$ cat config.mk
export PLATFORM = sky130hd
export DESIGN_NAME = edge_cmd_tx
export DESIGN_NICKNAME = d
export VERILOG_FILES = /design/src/rtl/edge_cmd_tx_pkg.sv /design/src/rtl/edge_cmd_tx_sync.sv /design/src/rtl/edge_cmd_tx_capture.sv /design/src/rtl/edge_cmd_tx_sched.sv /design/src/rtl/edge_cmd_tx_arb.sv /design/src/rtl/edge_cmd_tx.sv
export SDC_FILE = /design/constraint.sdc
export NUM_CORES = 1
export LEC_CHECK = 0
export CORE_UTILIZATION = 49
export DETAILED_ROUTE_END_ITERATION = 8
export GPL_TIMING_DRIVEN = 0
export HOLD_SLACK_MARGIN = 0.05
export PLACE_DENSITY_LB_ADDON = 0.2
export REMOVE_ABC_BUFFERS = 1
export SLEW_MARGIN = 20
export SYNTH_ARGS = -nofsm -noshare
export SYNTH_HDL_FRONTEND = slang
export SYNTH_SLANG_ARGS = --single-unit
$ cat constraint.sdc
create_clock -name clk -period 1.43 [get_ports clk]
set_input_delay 0.2145 -clock clk [delete_from_list [all_inputs] [get_ports clk]]
set_output_delay 0.2145 -clock clk [all_outputs]
set_load 0.05 [all_outputs]
$ cat src/rtl/edge_cmd_tx_pkg.sv
// Shared types and constants for the transition-coded line transmitter.
// Assumes: nothing beyond IEEE 1800-2017.
package edge_cmd_tx_pkg;

    // Scheduler phase: filling the synchronizer, then running scans.
    typedef enum logic {
        SCH_FILL = 1'b0,
        SCH_RUN  = 1'b1
    } sched_phase_e;

    // Default number of lines handled by one block.
    localparam int unsigned DEF_LINES = 5;

endpackage

$ cat src/rtl/edge_cmd_tx_sync.sv
// Multi-stage synchronizer for the asynchronous line inputs.
// Assumes: STAGES >= 2; each bit is an independent level signal.
module edge_cmd_tx_sync #(
    parameter int unsigned NL     = 5,
    parameter int unsigned STAGES = 2
) (
    input  logic          clk,
    input  logic          rst_n,
    input  logic [NL-1:0] d_async,
    output logic [NL-1:0] d_sync
);
    logic [STAGES-1:0][NL-1:0] chain;

    // Shift the inputs through the flop chain; stage 0 samples the pins.
    always_ff @(posedge clk) begin
        if (!rst_n) begin
            chain <= '0;
        end else begin
            chain[0] <= d_async;
            for (int s = 1; s < int'(STAGES); s++) begin
                chain[s] <= chain[s-1];
            end
        end
    end

    assign d_sync = chain[STAGES-1];
endmodule

$ cat src/rtl/edge_cmd_tx_capture.sv
// Enable-controlled input latch and edge finder.
// The latch follows the synchronized level while the side is enabled,
// and also while the scheduler is still filling.
// It holds its value while the side is disabled.
// Assumes: live goes high only after the synchronizer holds valid data.
module edge_cmd_tx_capture #(
    parameter int unsigned NL = 5
) (
    input  logic          clk,
    input  logic          rst_n,
    input  logic          live,
    input  logic          en_side,
    input  logic [NL-1:0] d_sync,
    output logic [NL-1:0] lvl_next,
    output logic [NL-1:0] edge_v
);
    logic [NL-1:0] held;
    logic          open_w;

    // Latch is transparent when enabled or while filling after reset.
    assign open_w   = en_side || !live;
    assign lvl_next = open_w ? d_sync : held;

    // An edge is a change of the captured level once the block is live.
    assign edge_v   = live ? (lvl_next ^ held) : '0;

    // Hold register for the captured line levels.
    always_ff @(posedge clk) begin
        if (!rst_n) begin
            held <= '0;
        end else begin
            held <= lvl_next;
        end
    end
endmodule

$ cat src/rtl/edge_cmd_tx_sched.sv
// Refresh scheduler.
// It waits WARM cycles after reset so the synchronizer and latch fill.
// It then issues a scan tick on the first running cycle and every
// PERIOD cycles after that.
// Assumes: PERIOD >= 2, WARM >= 1.
module edge_cmd_tx_sched
    import edge_cmd_tx_pkg::*;
#(
    parameter int unsigned PERIOD = 1000,
    parameter int unsigned WARM   = 3
) (
    input  logic clk,
    input  logic rst_n,
    output logic live,
    output logic tick
);
    localparam int unsigned PW = (PERIOD > 1) ? $clog2(PERIOD) : 1;
    localparam int unsigned WW = $clog2(WARM + 1);

    sched_phase_e   phase;
    logic [WW-1:0]  warm_cnt;
    logic [PW-1:0]  per_cnt;

    assign live = (phase == SCH_RUN);
    assign tick = live && (per_cnt == '0);

    // Fill phase: count the warm-up cycles, then switch to running.
    always_ff @(posedge clk) begin
        if (!rst_n) begin
            phase    <= SCH_FILL;
            warm_cnt <= '0;
        end else if (phase == SCH_FILL) begin
            if (warm_cnt == WW'(WARM - 1)) begin
                phase <= SCH_RUN;
            end else begin
                warm_cnt <= warm_cnt + 1'b1;
            end
        end
    end

    // Period counter: wraps every PERIOD running cycles.
    always_ff @(posedge clk) begin
        if (!rst_n) begin
            per_cnt <= '0;
        end else if (live) begin
            if (per_cnt == PW'(PERIOD - 1)) begin
                per_cnt <= '0;
            end else begin
                per_cnt <= per_cnt + 1'b1;
            end
        end
    end
endmodule

$ cat src/rtl/edge_cmd_tx_arb.sv
// Command arbiter.
// It merges edge requests, scan restatements of quiet lines and the
// forced restatement on enable return into one registered command per
// line. The command always carries the line's new level, so an edge
// wins over a restatement in the same cycle.
// Assumes: dir_cfg is static during operation.
module edge_cmd_tx_arb #(
    parameter int unsigned NL = 5
) (
    input  logic          clk,
    input  logic          rst_n,
    input  logic          live,
    input  logic          tick,
    input  logic          en_side,
    input  logic [NL-1:0] dir_cfg,
    input  logic [NL-1:0] lvl_next,
    input  logic [NL-1:0] edge_v,
    output logic [NL-1:0] cmd_hi,
    output logic [NL-1:0] cmd_lo
);
    logic          en_q;
    logic          force_all;
    logic [NL-1:0] active;

    // Enable return is seen as enabled now but disabled last cycle.
    assign force_all = live && en_side && !en_q;

    // Remember the enable from the previous cycle.
    always_ff @(posedge clk) begin
        if (!rst_n) begin
            en_q <= 1'b0;
        end else begin
            en_q <= en_side;
        end
    end

    for (genvar g = 0; g < int'(NL); g++) begin : g_line
        logic send;

        // A line sends on an edge, a scan of a quiet line, or a forced scan.
        assign send = dir_cfg[g] && (edge_v[g] || (tick && !active[g]) || force_all);

        // Activity flag: marks an edge sent in the current scan period.
        always_ff @(posedge clk) begin
            if (!rst_n) begin
                active[g] <= 1'b0;
            end else if (tick) begin
                active[g] <= edge_v[g];
            end else if (edge_v[g]) begin
                active[g] <= 1'b1;
            end
        end

        // Registered command pair carrying the new level.
        always_ff @(posedge clk) begin
            if (!rst_n) begin
                cmd_hi[g] <= 1'b0;
                cmd_lo[g] <= 1'b0;
            end else begin
                cmd_hi[g] <= send && lvl_next[g];
                cmd_lo[g] <= send && !lvl_next[g];
            end
        end
    end
endmodule

$ cat src/rtl/edge_cmd_tx.sv
// Transition-coded line transmitter with periodic refresh (top level).
// Inputs are synchronized, latched under the side enable and turned into
// one-cycle set-high / set-low commands on each change. A scheduler
// restates quiet lines every REFRESH_CYC cycles.
// Assumes: din bits are level signals; dir_cfg is static while running.
module edge_cmd_tx
    import edge_cmd_tx_pkg::*;
#(
    parameter int unsigned NUM_LINES   = DEF_LINES,
    parameter int unsigned SYNC_STAGES = 2,
    parameter int unsigned REFRESH_CYC = 1000
) (
    input  logic                 clk,
    input  logic                 rst_n,
    input  logic                 en_side,
    input  logic [NUM_LINES-1:0] dir_cfg,
    input  logic [NUM_LINES-1:0] din,
    output logic [NUM_LINES-1:0] cmd_hi,
    output logic [NUM_LINES-1:0] cmd_lo
);
    localparam int unsigned WARM_CYC = SYNC_STAGES + 1;

    logic [NUM_LINES-1:0] d_sync;
    logic [NUM_LINES-1:0] lvl_next;
    logic [NUM_LINES-1:0] edge_v;
    logic                 live;
    logic                 tick;

    edge_cmd_tx_sync #(.NL(NUM_LINES), .STAGES(SYNC_STAGES)) u_sync (
        .clk     (clk),
        .rst_n   (rst_n),
        .d_async (din),
        .d_sync  (d_sync)
    );

    edge_cmd_tx_sched #(.PERIOD(REFRESH_CYC), .WARM(WARM_CYC)) u_sched (
        .clk   (clk),
        .rst_n (rst_n),
        .live  (live),
        .tick  (tick)
    );

    edge_cmd_tx_capture #(.NL(NUM_LINES)) u_cap (
        .clk      (clk),
        .rst_n    (rst_n),
        .live     (live),
        .en_side  (en_side),
        .d_sync   (d_sync),
        .lvl_next (lvl_next),
        .edge_v   (edge_v)
    );

    edge_cmd_tx_arb #(.NL(NUM_LINES)) u_arb (
        .clk      (clk),
        .rst_n    (rst_n),
        .live     (live),
        .tick     (tick),
        .en_side  (en_side),
        .dir_cfg  (dir_cfg),
        .lvl_next (lvl_next),
        .edge_v   (edge_v),
        .cmd_hi   (cmd_hi),
        .cmd_lo   (cmd_lo)
    );
endmodule

==> results of run 1 <==
-- state kept, by name, summed over array words and instances (netlist names), 2 cells and up --
| name | count |
|---|---|
| u_sched.per_cnt | 10 |
| u_cap.held | 5 |
| u_arb.cmd_lo | 5 |
| u_arb.active | 5 |
| u_sync.d_sync | 5 |
| u_arb.cmd_hi | 5 |
| u_sync.chain | 5 |
| u_sched.warm_cnt | 2 |
-- through the flow --
stage	setup TNS [ps]	setup WS, ps	util [%]	instance area (um^2)
after floorplan	-307	-45.9	-	1800
after global placement	-21360	-848	60.3	2080
after detailed placement	-24330	-924	60.3	2080
after CTS	-262	-65.2	67.6	2330
after global routing	-1220	-151	69.8	2400
final	-218	-60.1	69.8	2400
-- per-layer routing --
layer	vias to the layer above	wire length (um)	GRT usage (%)	share of wire, %
li1	719	-	-	-
met1	707	1640	22.1	42
met2	20	2160	38.6	55
met3	7	83	4.38	2.1
met4	0	59	7.56	1.5
met5	-	0	0	0
-- critical path, delay by kind of cell, from the launching register on --
family | cells | cell delay, ps
AND/OR/NAND/NOR | 2 | 620
buffers and inverters | 2 | 220
flip-flops | 1 | 390
AO/OA/AOI/OAI | 1 | 170
-- cell families (layout without fill, tap and decap cells) --
group	after synthesis	after routing	synth area share (%)
xor+xnor	10	10	4.80
mux	11	11	6.37
flops	44	44	48.3
buf+inv	16	51	3.50
simple gates	68	68	21.9
compound gates	32	32	13.2
fa+ha+maj	3	3	2.06
-- power by group through the flow --
stage	clock [mW]	combinational [mW]	sequential (mW)
after floorplan	0	0.307	1.46
after global placement	0	0.459	1.43
after detailed placement	0	0.491	1.44
after CTS	1.01	0.614	1.44
after global routing	1.08	0.731	1.46
final	1.01	0.667	1.44
-- area by class of cell --
type	count	area share (%)
Timing Repair Buffer	33	11.9
Clock inverter	2	1.62
Sequential cell	44	37.7
Clock buffer	6	3.44
Multi-Input combinational cell	124	41.2
Inverter	10	1.77
Tap cell	46	2.40
-- placed cells by master (no fill, tap or decap), types with 2 or more instances in the layout --
cell                              count
sky130_fd_sc_hd__dfxtp_1             33
sky130_fd_sc_hd__nor2_1              18
sky130_fd_sc_hd__and2_1              11
sky130_fd_sc_hd__clkdlybuf4s50_1     11
sky130_fd_sc_hd__buf_4               11
sky130_fd_sc_hd__dlygate4sd2_1       10
sky130_fd_sc_hd__inv_1                8
sky130_fd_sc_hd__xnor2_1              7
sky130_fd_sc_hd__nand4_1              7
sky130_fd_sc_hd__a211oi_2             7
sky130_fd_sc_hd__dfxtp_2              7
sky130_fd_sc_hd__mux2i_1              6
sky130_fd_sc_hd__clkbuf_8             6
sky130_fd_sc_hd__nand3_1              5
sky130_fd_sc_hd__a21o_1               5
sky130_fd_sc_hd__nor2b_1              5
sky130_fd_sc_hd__a31o_2               5
sky130_fd_sc_hd__mux2_1               4
sky130_fd_sc_hd__a211oi_1             4
sky130_fd_sc_hd__nand2_1              4
sky130_fd_sc_hd__dfxtp_4              4
sky130_fd_sc_hd__xor2_1               3
sky130_fd_sc_hd__a21oi_1              3
sky130_fd_sc_hd__or4_1                3
sky130_fd_sc_hd__inv_4                2
sky130_fd_sc_hd__nor2_2               2
sky130_fd_sc_hd__nor4b_4              2
sky130_fd_sc_hd__nand2b_1             2
sky130_fd_sc_hd__o211ai_1             2
sky130_fd_sc_hd__o21ai_0              2
sky130_fd_sc_hd__or3_1                2
sky130_fd_sc_hd__ha_4                 2
-- path summary, 6_finish.rpt --
path,end,startpoint,slack (ps)
max reg2reg,u_sched.per_cnt[9]$_SDFFE_PN0P_,u_sched.per_cnt[0]$_SDFFE_PN0P_,-60
min reg2reg,u_sync.d_sync[4]$_SDFF_PN0_,u_sync.chain[4]$_SDFF_PN0_,440
min,u_sync.d_sync[3]$_SDFF_PN0_,rst_n,420
max,u_sched.per_cnt[9]$_SDFFE_PN0P_,u_sched.per_cnt[0]$_SDFFE_PN0P_,-60
-- timing repair --
item,4_1_cts,5_1_grt
pin swaps,10,11
resized for setup,36,18
hold buffers,0,0
buffers inserted,7,4
endpoints found under the setup margin,43,23
==> results.toml, run 1 <==
[floorplan]
core_area_um2 = 3440
die_height_um = 63.0
pin_count = 23
floorplan.initialDensity_pct = 53.0
die_area_um2 = 3970
rows = 21
die_width_um = 63.0

[power_and_ir_drop]
p_switching_mw = 0.883
cellInternalPower_mw = 2.24
swShare_pct = 28.3
peakVddDrop_mv = 0.681
power.density_cell_area_nw_per_um2 = 1300
p_comb_share_pct = 21.4
leakage_nw = 0.972
total_power_mw = 3.12
p_clk_share_pct = 32.4
seq_power_share_pct = 46.2

[worst_setup_path]
cp.required_ps = 1640
critPathCaptureType = "flop"
reg2reg_depth = 5
cpPeakStageDelay_ps = 500
cpMaxStageDelayCell = "sky130_fd_sc_hd__or4_1"
worst-endpoint-arrival_ps = 1700
critical_path.cell_chain = "buf_4 -> buf_4 -> nand4_4 -> or4_1 -> a31oi_1"
crit_path_frequent_cell = "sky130_fd_sc_hd__buf_4"
crit_fanout = 7
critPathLaunchType = "flop"
timing_worst_setup_path_type = "flop to flop"

[yosys]
synth.ff_latch_count = 44
post_synthesis_instance_total = 184
postSynth.topFlopCell = "sky130_fd_sc_hd__dfxtp_1"
synth_top_area_cell = "sky130_fd_sc_hd__dfxtp_1"
number_of_flops_mapped_to_enable_cells_by_yosys = 0
synth_sequential_area_ratio_pct = 48.3
synth-async-reset-ratio_pct = 0
synth.lib_cells_used.distinct = 36
synthesis.area_per_instance_um2 = 9.92
synth.area.top_cells = "sky130_fd_sc_hd__dfxtp_1 (48%), sky130_fd_sc_hd__a211oi_1 (4.5%), sky130_fd_sc_hd__nor2_1 (4.1%)"
synth_top_area_share_pct = 48.3
synthesis.yosys.warnings = 0
yosys.cell_count.top_type = "sky130_fd_sc_hd__dfxtp_1"
synth_commonest_cells = "sky130_fd_sc_hd__dfxtp_1 (44), sky130_fd_sc_hd__nor2_1 (20), sky130_fd_sc_hd__a211oi_1 (11), sky130_fd_sc_hd__and2_1 (11), sky130_fd_sc_hd__inv_1 (10)"
netlist_area_um2 = 1830

[routing]
vias = 1453
route.detailed.wl_per_inst_um = 14.9
wl_final_um = 3940
viasPerCell = 5.48
firstDrtPassIters = 4
detailedRoute.firstIterationViolations = 38
route.antenna.remaining_nets = 0
drc = 0

[min_path]
hold_path_depth = 2
min-delay-path-class = "input pin to flop"

[timing]
final_min_period_over_clock_period_pct = 104
timing.final.hold_violations = 0
final_clock_skew_ps = 12.8
final_critical_path_setup_slack_ps = -60.1
relative_slew_margins_pct = 67.1
timing.fmax_mhz = 671
drv_slew = 0
tightest_slew_ps = 496
post-route-min-period_ps = 1490
setup_viol = 10
grt_setup_unrepaired = "yes"
whs_ps = 415

[final_layout]
final_layout_size_suffix_gt1_share_pct = 26.9
finish.net_count = 234
syn2layout_area_growth_pct = 31.5
number_of_inserted_filler_cells_in_the_final_layout = 273
multi_input_area_um2 = 990
num_antenna_cells = 0
reg_area_um2 = 905
final_cell_count_no_fill = 265

[outcome]
outcome = "complete, but fails checks"
failed_checks = "negative setup slack"

[cts]
cts_root_buffer = "sky130_fd_sc_hd__clkbuf_8"
htreeDepth = 2
clk_pin_slew_ps = 90
cts_num_sinks = 44
maximum_count_of_clock_buffers_along_a_single_path = 2
worst_skew_pair_latency_ps = 300
cts-buffers-inserted = 5
tritoncts = "yes"

[global_route]
grt_antenna_before_repair = 0
gr_ovfl_total = 0
grt_start_max_net_pins = 30
grt_pass1_wl_um = 6380
grt_pass1_vias = 1469
gr-usage-all-layers_pct = 20.5

[flow_run]
maxCapViolCount = 0

[place]
dp_hpwl_um = 2460
dpl.cell_count = 246
io_buffers = 22
gp_congestion = 0.839
No activity file was read; power rests on OpenSTA's default activity.
==> run 2, diff against run 1 <==
--- a/config.mk
+++ b/config.mk
@@ -5,10 +5,10 @@
 export SDC_FILE = /design/constraint.sdc
 export NUM_CORES = 1
 export LEC_CHECK = 0
+export CAP_MARGIN = 15
 export CORE_UTILIZATION = 49
 export DETAILED_ROUTE_END_ITERATION = 8
 export GPL_TIMING_DRIVEN = 0
-export HOLD_SLACK_MARGIN = 0.05
 export PLACE_DENSITY_LB_ADDON = 0.2
 export REMOVE_ABC_BUFFERS = 1
 export SLEW_MARGIN = 20
==> results of run 2 <==
No change in the layout: final DEF, timing and power equal those of run 1.
